## src/rtl/rpe_pkg.sv

```systemverilog
package rpe_pkg;

    localparam int unsigned ENTRY_COUNT = 25;
    localparam int unsigned TBL_W       = 32;

    typedef enum logic [1:0] {
        OP_CACHE  = 2'd0,
        OP_PATCH  = 2'd1,
        OP_REVERT = 2'd2,
        OP_RSVD   = 2'd3
    } op_e;

    typedef enum logic [1:0] {
        ST_IDLE  = 2'd0,
        ST_ISSUE = 2'd1,
        ST_WAIT  = 2'd2
    } st_e;

    typedef struct packed {
        logic [TBL_W-1:0] addr;
        logic [TBL_W-1:0] set_m;
        logic [TBL_W-1:0] keep_m;
    } entry_t;

    // Constant entry table: address, bits forced high, bits allowed to survive.
    function automatic entry_t entry_lookup(input int unsigned i);
        entry_t e;
        case (i)
            0:  e = '{32'h0004_1450, 32'h0004_0000, 32'hFFFF_FFFF};
            1:  e = '{32'h0004_1584, 32'h0000_4000, 32'hFFFF_7FFF};
            2:  e = '{32'h0004_15DC, 32'h0000_0000, 32'hCFFF_FFFF};
            3:  e = '{32'h0004_1674, 32'h0000_0000, 32'h87FF_FFFF};
            4:  e = '{32'h0004_167C, 32'h03C0_0000, 32'hFFFF_FFFF};
            5:  e = '{32'h0004_1680, 32'h0000_0000, 32'h3FFF_FFFF};
            6:  e = '{32'h0004_1684, 32'h0000_0000, 32'h27FF_FFFF};
            7:  e = '{32'h0004_1758, 32'h6000_0000, 32'hFFFF_FFFF};
            8:  e = '{32'h0004_175C, 32'h0003_C000, 32'hFFFF_FFFF};
            9:  e = '{32'h0004_1808, 32'h0001_0000, 32'hFFFF_7FFF};
            10: e = '{32'h0004_1938, 32'hFF0C_5504, 32'hFFFF_55F7};
            11: e = '{32'h0004_193C, 32'h0000_00FF, 32'hFFFF_FFFF};
            12: e = '{32'h0004_1960, 32'h2000_0000, 32'hFFFF_FFFF};
            13: e = '{32'h0004_19B4, 32'h1000_0000, 32'hFFFF_FFFF};
            14: e = '{32'h0004_19B8, 32'h0800_0000, 32'hFFFF_FFFF};
            15: e = '{32'h0004_1A88, 32'h6800_0000, 32'hEFFF_FFFF};
            16: e = '{32'h0004_1A8C, 32'h6800_0000, 32'hEFFF_FFFF};
            17: e = '{32'h0004_1A90, 32'h1800_0000, 32'hFFFF_FFFF};
            18: e = '{32'h0004_1A94, 32'h2000_0000, 32'hBFFF_FFFF};
            19: e = '{32'h0004_1A98, 32'h3800_0000, 32'hBFFF_FFFF};
            20: e = '{32'h0004_1A9C, 32'hF403_D00F, 32'hF7FF_DFFF};
            21: e = '{32'h0004_1AA4, 32'h3E7E_4000, 32'hFE7E_7FFF};
            22: e = '{32'h0004_1C10, 32'h4661_0000, 32'h4661_00FF};
            23: e = '{32'h0004_1C14, 32'h0552_3423, 32'hF552_3423};
            24: e = '{32'h0004_1C64, 32'h1EE8_F900, 32'hFEEF_F9FF};
            default: e = '{32'h0, 32'h0, 32'hFFFF_FFFF};
        endcase
        return e;
    endfunction

endpackage

```

## src/rtl/rpe_entry_rom.sv

```systemverilog
module rpe_entry_rom
    import rpe_pkg::*;
#(
    parameter int unsigned N_ENTRIES = ENTRY_COUNT,
    parameter int unsigned ADDR_W    = 32,
    parameter int unsigned DATA_W    = 32,
    parameter int unsigned IDX_W     = 5
) (
    input  logic [IDX_W-1:0]  idx_i,
    output logic [ADDR_W-1:0] addr_o,
    output logic [DATA_W-1:0] set_o,
    output logic [DATA_W-1:0] keep_o
);

    logic [ADDR_W-1:0] addr_tbl [N_ENTRIES];
    logic [DATA_W-1:0] set_tbl  [N_ENTRIES];
    logic [DATA_W-1:0] keep_tbl [N_ENTRIES];

    for (genvar g = 0; g < int'(N_ENTRIES); g++) begin : g_row
        localparam entry_t ROW = entry_lookup(g);
        assign addr_tbl[g] = ADDR_W'(ROW.addr);
        assign set_tbl[g]  = DATA_W'(ROW.set_m);
        assign keep_tbl[g] = DATA_W'(ROW.keep_m);
    end

    always_comb begin
        addr_o = '0;
        set_o  = '0;
        keep_o = '1;
        for (int i = 0; i < int'(N_ENTRIES); i++) begin
            if (idx_i == IDX_W'(i)) begin
                addr_o = addr_tbl[i];
                set_o  = set_tbl[i];
                keep_o = keep_tbl[i];
            end
        end
    end

endmodule

```

## src/rtl/rpe_snapshot.sv

```systemverilog
module rpe_snapshot #(
    parameter int unsigned N_ENTRIES = 25,
    parameter int unsigned DATA_W    = 32,
    parameter int unsigned IDX_W     = 5
) (
    input  logic              clk,
    input  logic              rst_n,
    input  logic              wr_en_i,
    input  logic [IDX_W-1:0]  idx_i,
    input  logic [DATA_W-1:0] wr_data_i,
    output logic [DATA_W-1:0] rd_data_o
);

    logic [DATA_W-1:0] word_q [N_ENTRIES];
    logic [DATA_W-1:0] word_d [N_ENTRIES];

    always_comb begin
        for (int i = 0; i < int'(N_ENTRIES); i++) begin
            word_d[i] = word_q[i];
            if (wr_en_i && (idx_i == IDX_W'(i))) begin
                word_d[i] = wr_data_i;
            end
        end
    end

    always_ff @(posedge clk) begin
        for (int i = 0; i < int'(N_ENTRIES); i++) begin
            if (!rst_n) begin
                word_q[i] <= '0;
            end else begin
                word_q[i] <= word_d[i];
            end
        end
    end

    always_comb begin
        rd_data_o = '0;
        for (int i = 0; i < int'(N_ENTRIES); i++) begin
            if (idx_i == IDX_W'(i)) begin
                rd_data_o = word_q[i];
            end
        end
    end

endmodule

```

## src/rtl/rpe_sequencer.sv

```systemverilog
module rpe_sequencer
    import rpe_pkg::*;
#(
    parameter int unsigned N_ENTRIES = ENTRY_COUNT,
    parameter int unsigned IDX_W     = 5
) (
    input  logic             clk,
    input  logic             rst_n,
    input  logic             start_i,
    input  logic [1:0]       op_i,
    input  logic             rx_held_i,
    input  logic             bus_wait_i,
    input  logic             rvalid_i,
    input  logic             wack_i,
    output logic [IDX_W-1:0] idx_o,
    output op_e              op_o,
    output logic             rd_o,
    output logic             wr_o,
    output logic             store_o,
    output logic             busy_o,
    output logic             done_o,
    output logic             err_o
);

    localparam logic [IDX_W-1:0] LAST_IDX = IDX_W'(N_ENTRIES - 1);

    typedef struct packed {
        st_e              st;
        logic [IDX_W-1:0] idx;
        op_e              op;
        logic             have_snap;
        logic             done;
        logic             err;
    } seq_s;

    seq_s seq_q, seq_d;
    op_e  op_req;
    logic reject;
    logic resp;

    always_comb begin
        op_req    = op_e'(op_i);
        seq_d     = seq_q;
        seq_d.done = 1'b0;
        seq_d.err  = 1'b0;
        store_o   = 1'b0;
        reject    = (op_req == OP_RSVD) ||
                    ((op_req != OP_CACHE) && (!seq_q.have_snap || !rx_held_i));
        resp      = (seq_q.op == OP_CACHE) ? rvalid_i : wack_i;
        case (seq_q.st)
            ST_IDLE: begin
                if (start_i) begin
                    if (reject) begin
                        seq_d.err = 1'b1;
                    end else begin
                        seq_d.st  = ST_ISSUE;
                        seq_d.idx = '0;
                        seq_d.op  = op_req;
                        if (op_req == OP_CACHE) begin
                            seq_d.have_snap = 1'b0;
                        end
                    end
                end
            end
            ST_ISSUE: begin
                if (!bus_wait_i) begin
                    seq_d.st = ST_WAIT;
                end
            end
            ST_WAIT: begin
                if (resp) begin
                    store_o = (seq_q.op == OP_CACHE);
                    if (seq_q.idx == LAST_IDX) begin
                        seq_d.st   = ST_IDLE;
                        seq_d.done = 1'b1;
                        if (seq_q.op == OP_CACHE) begin
                            seq_d.have_snap = 1'b1;
                        end
                    end else begin
                        seq_d.idx = seq_q.idx + 1'b1;
                        seq_d.st  = ST_ISSUE;
                    end
                end
            end
            default: seq_d.st = ST_IDLE;
        endcase
    end

    always_ff @(posedge clk) begin
        if (!rst_n) begin
            seq_q <= '{st: ST_IDLE, idx: '0, op: OP_CACHE,
                       have_snap: 1'b0, done: 1'b0, err: 1'b0};
        end else begin
            seq_q <= seq_d;
        end
    end

    assign idx_o  = seq_q.idx;
    assign op_o   = seq_q.op;
    assign rd_o   = (seq_q.st == ST_ISSUE) && (seq_q.op == OP_CACHE);
    assign wr_o   = (seq_q.st == ST_ISSUE) && (seq_q.op != OP_CACHE);
    assign busy_o = (seq_q.st != ST_IDLE);
    assign done_o = seq_q.done;
    assign err_o  = seq_q.err;

    // a stalled request keeps its index and direction
    a_r3_hold_while_stalled: assert property (@(posedge clk) disable iff (!rst_n)
        ((rd_o || wr_o) && bus_wait_i) |=> ((rd_o || wr_o) && $stable(idx_o) && $stable(op_o)));

    // done is a single-cycle pulse following a taken response
    a_r9_done_single: assert property (@(posedge clk) disable iff (!rst_n)
        done_o |=> !done_o);
    a_r9_done_after_resp: assert property (@(posedge clk) disable iff (!rst_n)
        done_o |-> ($past(rvalid_i || wack_i) && !busy_o));

    // no write is ever issued without a completed snapshot
    a_r7_write_needs_snapshot: assert property (@(posedge clk) disable iff (!rst_n)
        wr_o |-> seq_q.have_snap);

    // an accepted write command was started with the receiver held
    a_r8_write_cmd_held: assert property (@(posedge clk) disable iff (!rst_n)
        ($rose(busy_o) && (op_o != OP_CACHE)) |-> $past(rx_held_i));

    // a rejection never coincides with bus traffic
    a_r11_err_quiet_bus: assert property (@(posedge clk) disable iff (!rst_n)
        err_o |-> (!rd_o && !wr_o && !busy_o));

endmodule

```

## src/rtl/reg_patch_engine.sv

```systemverilog
module reg_patch_engine
    import rpe_pkg::*;
#(
    parameter int unsigned N_ENTRIES = ENTRY_COUNT,
    parameter int unsigned ADDR_W    = 32,
    parameter int unsigned DATA_W    = 32
) (
    input  logic              clk,
    input  logic              rst_n,
    input  logic              cmd_start,
    input  logic [1:0]        cmd_op,
    input  logic              rx_held,
    output logic              busy,
    output logic              cmd_done,
    output logic              cmd_err,
    output logic [ADDR_W-1:0] m_addr,
    output logic              m_rd,
    output logic              m_wr,
    output logic [DATA_W-1:0] m_wdata,
    input  logic              m_wait,
    input  logic [DATA_W-1:0] m_rdata,
    input  logic              m_rvalid,
    input  logic              m_wack
);

    localparam int unsigned IDX_W = (N_ENTRIES > 1) ? $clog2(N_ENTRIES) : 1;

    logic [IDX_W-1:0]  cur_idx;
    op_e               cur_op;
    logic              store_en;
    logic [DATA_W-1:0] snap_word;
    logic [DATA_W-1:0] set_mask;
    logic [DATA_W-1:0] keep_mask;

    rpe_sequencer #(
        .N_ENTRIES (N_ENTRIES),
        .IDX_W     (IDX_W)
    ) u_seq (
        .clk        (clk),
        .rst_n      (rst_n),
        .start_i    (cmd_start),
        .op_i       (cmd_op),
        .rx_held_i  (rx_held),
        .bus_wait_i (m_wait),
        .rvalid_i   (m_rvalid),
        .wack_i     (m_wack),
        .idx_o      (cur_idx),
        .op_o       (cur_op),
        .rd_o       (m_rd),
        .wr_o       (m_wr),
        .store_o    (store_en),
        .busy_o     (busy),
        .done_o     (cmd_done),
        .err_o      (cmd_err)
    );

    rpe_entry_rom #(
        .N_ENTRIES (N_ENTRIES),
        .ADDR_W    (ADDR_W),
        .DATA_W    (DATA_W),
        .IDX_W     (IDX_W)
    ) u_rom (
        .idx_i  (cur_idx),
        .addr_o (m_addr),
        .set_o  (set_mask),
        .keep_o (keep_mask)
    );

    rpe_snapshot #(
        .N_ENTRIES (N_ENTRIES),
        .DATA_W    (DATA_W),
        .IDX_W     (IDX_W)
    ) u_snap (
        .clk       (clk),
        .rst_n     (rst_n),
        .wr_en_i   (store_en),
        .idx_i     (cur_idx),
        .wr_data_i (m_rdata),
        .rd_data_o (snap_word)
    );

    always_comb begin
        if (cur_op == OP_PATCH) begin
            m_wdata = (snap_word | set_mask) & keep_mask;
        end else begin
            m_wdata = snap_word;
        end
    end

    // reads and writes are never raised together
    a_r2_one_direction: assert property (@(posedge clk) disable iff (!rst_n)
        !(m_rd && m_wr));

    // write data stays put during a stall
    a_r3_wdata_stable: assert property (@(posedge clk) disable iff (!rst_n)
        (m_wr && m_wait) |=> $stable(m_wdata));

endmodule

```

## config.mk

```make
export PLATFORM = sky130hd
export DESIGN_NAME = reg_patch_engine
export DESIGN_NICKNAME = d
export VERILOG_FILES = /design/src/rtl/rpe_pkg.sv /design/src/rtl/rpe_entry_rom.sv /design/src/rtl/rpe_snapshot.sv /design/src/rtl/rpe_sequencer.sv /design/src/rtl/reg_patch_engine.sv
export SDC_FILE = /design/constraint.sdc
export NUM_CORES = 2
export LEC_CHECK = 0
export ABC_AREA = 1
export BUFFER_PORTS_ARGS = -buffer_cell sky130_fd_sc_hd__buf_2
export CELL_PAD_IN_SITES_DETAIL_PLACEMENT = 2
export CELL_PAD_IN_SITES_GLOBAL_PLACEMENT = 2
export CORE_MARGIN = 5
export CORE_UTILIZATION = 30
export DETAILED_ROUTE_END_ITERATION = 6
export PLACE_DENSITY_LB_ADDON = 0.1
export SLEW_MARGIN = 20
export SYNTH_ARGS = -nofsm -noshare
export SYNTH_HDL_FRONTEND = slang
export SYNTH_SLANG_ARGS = --single-unit
```

## constraint.sdc

```tcl
create_clock -name clk -period 2.9 [get_ports clk]
set_input_delay 0.58 -clock clk [delete_from_list [all_inputs] [get_ports clk]]
set_output_delay 0.58 -clock clk [all_outputs]
set_load 0.1 [all_outputs]
```

==> results.cfg <==
[pwr]
power.switching_mw = 6.57
p_leak_nw = 23.1
power_frac_clock = 0.519
power.density_nw_per_um2 = 501
p_int_mw = 19.6
power_mw = 26.1
seq_power_share = 0.428
vdd_drop_max_uv = 422
comb_power_share = 0.054
swShare = 0.251

[detailed_routing]
first_pass_iters = 5
wirelength_microns = 209000
wl_per_cell_microns = 27.4
drc_errors = 0
antenna_left = 0
drtIter0Drc = 3126
vias_per_cell = 5.44
vias = 41500

[clocking]
cts_root_buf = clkbuf_16
hold_buffers = 0
htreeDepth = 3
clock_path_buffers = 3
clk_pin_slew_ns = 0.07
numCtsBuffers = 101
cts.sinks = 812
clkLatencyLatePin_ns = 0.73
tritoncts = built

[synthesis]
synthMuxAreaShare = 0
ys_types = 46
synth-compound-area-share = 0.194
synth_adder_area_share = 0.00170
synth_top_family_by_area = simple AND/OR/NAND/NOR gates
synthSimpleGateAreaFrac = 0.286
synth-xor-area-share = 0
avgSynthCellArea_sq_um = 6.67
synth-seq-area-share = 0.443
synth_ff_type = dfxtp_1
synth_area_sq_um = 36700
ys_ff_latch = 812
synth_async_sr_flop_share = 0
synth_cells = 5504
yosysWarnings = 0
synth-edff-count = 0

[grt]
grt_util_all_layers = 0.303
grt_pass1_wl_microns = 297000
grt_pass1_vias = 43700
grt_max_degree = 120
antenna_found_initial = 7
grt_overflow = 0

[layout]
layout_commonest_cell = nor2_1
area_growth_pct = 42.0
final_cell_area_sq_um = 52200
fillerInstances = 13700
nNetsFinal = 5973
final_cell_mix = nor2_1 (1702), o21ai_0 (812), dfxtp_1 (808), buf_4 (515), nand2_2 (273)
antenna_cells = 0
fin_cells = 7629
drive_gt1_frac = 0.287
utilization = 0.429

[timing]
fmax_ghz = 0.218
relSlewSlack = 0.293
report.final.hold_viol_count = 0
min_period_over_period = 1.58
slew_violations = 0
setup_tns_ns = -58.50
fin_crit_ns = 4.58
tightest_slew_ns = 1.06
setup_slack_ns = -1.68
finClkSkew_ns = 0.0231
whs_ns = 0.131
rsz0062_at_grt = yes
setup_viol = 44

[floorplanning]
ios = 110
dieArea_sq_um = 130000
num_rows = 128
coreArea_sq_um = 122000
start_util = 0.302
die_w_microns = 360
die_h_microns = 360

[setup_path]
critPathLaunchType = flip-flop
path_common_cell = nand2_2
path_class = flip-flop to output pin
cp_max_fo = 6
crit_buf_inv = 6
crit_required_ns = 2.32
critPathCaptureType = output pin
critical_path_arrival_ns = 4.00
cp_slowest_cell = dfxtp_4
slowest_delay_ns = 0.40
path_delay_family = simple AND/OR/NAND/NOR gates

[outcome]
outcome = finished, violations left
violations = negative setup slack

[hold_path]
hp-class = primary input to flip-flop

[placement]
routabilityCongestion = 0.919
pre_cts_ws_ns = -1.54
dp_hpwl_microns = 138000
io_buffers = 89
postPlaceCellArea_sq_um = 44000
dpl.cell_count = 7357

[flow_run]
timing.max_cap.violations = 0
timing repair:
| action | CTS | global route |
|---|---|---|
| gates cloned | 5 | 1 |
| endpoints found under the setup margin | 108 | 74 |
| buffers inserted | 62 | 44 |
| resized for setup | 717 | 328 |
| pin swaps | 234 | 264 |
cell type report:
| type | count | area (sq um) | area share |
|---|---|---|---|
| multi-input cells | 4011 | 21800 | 0.417 |
| flip-flops and latches | 812 | 16300 | 0.312 |
| repair buffers | 779 | 7720 | 0.148 |
| clock buffers | 149 | 3080 | 0.0591 |
| well taps | 1625 | 2030 | 0.0390 |
| inverters | 222 | 895 | 0.0171 |
| clock inverters | 31 | 418 | 0.00801 |
cells in the mapped netlist (29+ instances only):
| library cell | count | area, sq um |
|---|---|---|
| a211oi_1 | 29 | 218 |
| nand2_1 | 721 | 2710 |
| a21oi_1 | 232 | 1160 |
| buf_1 | 85 | 319 |
| nand3_1 | 106 | 531 |
| a221oi_1 | 71 | 622 |
| dfxtp_1 | 812 | 16300 |
| buf_2 | 37 | 185 |
| a22oi_1 | 32 | 240 |
| o21ai_0 | 822 | 4110 |
| nor2_1 | 1771 | 6650 |
| nor3_1 | 33 | 165 |
| inv_1 | 203 | 762 |
| clkbuf_1 | 326 | 1220 |
tightest hold or removal path, stage by stage:
cell	delay [ns]
buf_2	0.11
nand2_1	0.06
a21oi_1	0.06
metal layers:
metal,track usage,share of wire,vias up,wire length (microns)
li1,-,-,18600,-
met1,0.399,0.44,21400,91500
met2,0.495,0.46,1154,97100
met3,0.0605,0.057,349,11900
met4,0.111,0.040,0,8420
met5,0,0,-,0
state kept, by name, summed over array words and instances, names as in the netlist:
signal / cells
u_seq.done_o: 1
u_seq.err_o: 1
u_seq.idx_o: 5
u_seq.op_o: 2
u_seq.seq_q: 3
u_snap.word_q: 800
cell families after synthesis:
group                    after synthesis
other                                  1
AO/OA/AOI/OAI                       1290
flip-flops                           812
buffers and inverters                700
AND/OR/NAND/NOR                     2696
adder cells (fa/ha/maj)                5
power groups by stage:
stage / registers, mW / logic (mW) / clock network (mW)
after floorplan: 11.4 / 0.659 / 0
after global placement: 11.4 / 1.29 / 0
after detailed placement: 11.4 / 1.30 / 0
after CTS: 11.2 / 1.37 / 13.8
after global routing: 11.2 / 1.44 / 14.2
final: 11.2 / 1.41 / 13.6
final timing paths:
path | start | endpoint | slack [ns] | depth (start not counted)
max | u_seq.idx_o[0]$_SDFFE_PN0P_ | m_wdata[7] | -1.68 | 28
min | m_wait | u_seq.seq_q[10]$_SDFFE_PN0P_ | 0.13 | 3
max reg2reg | u_seq.idx_o[0]$_SDFFE_PN0P_ | u_snap.word_q[1][252]$_SDFFE_PN0P_ | 0.05 | 16
min reg2reg | u_snap.word_q[0][78]$_SDFFE_PN0P_ | u_snap.word_q[0][78]$_SDFFE_PN0P_ | 0.45 | 2
(Power assumes the default switching activity.)
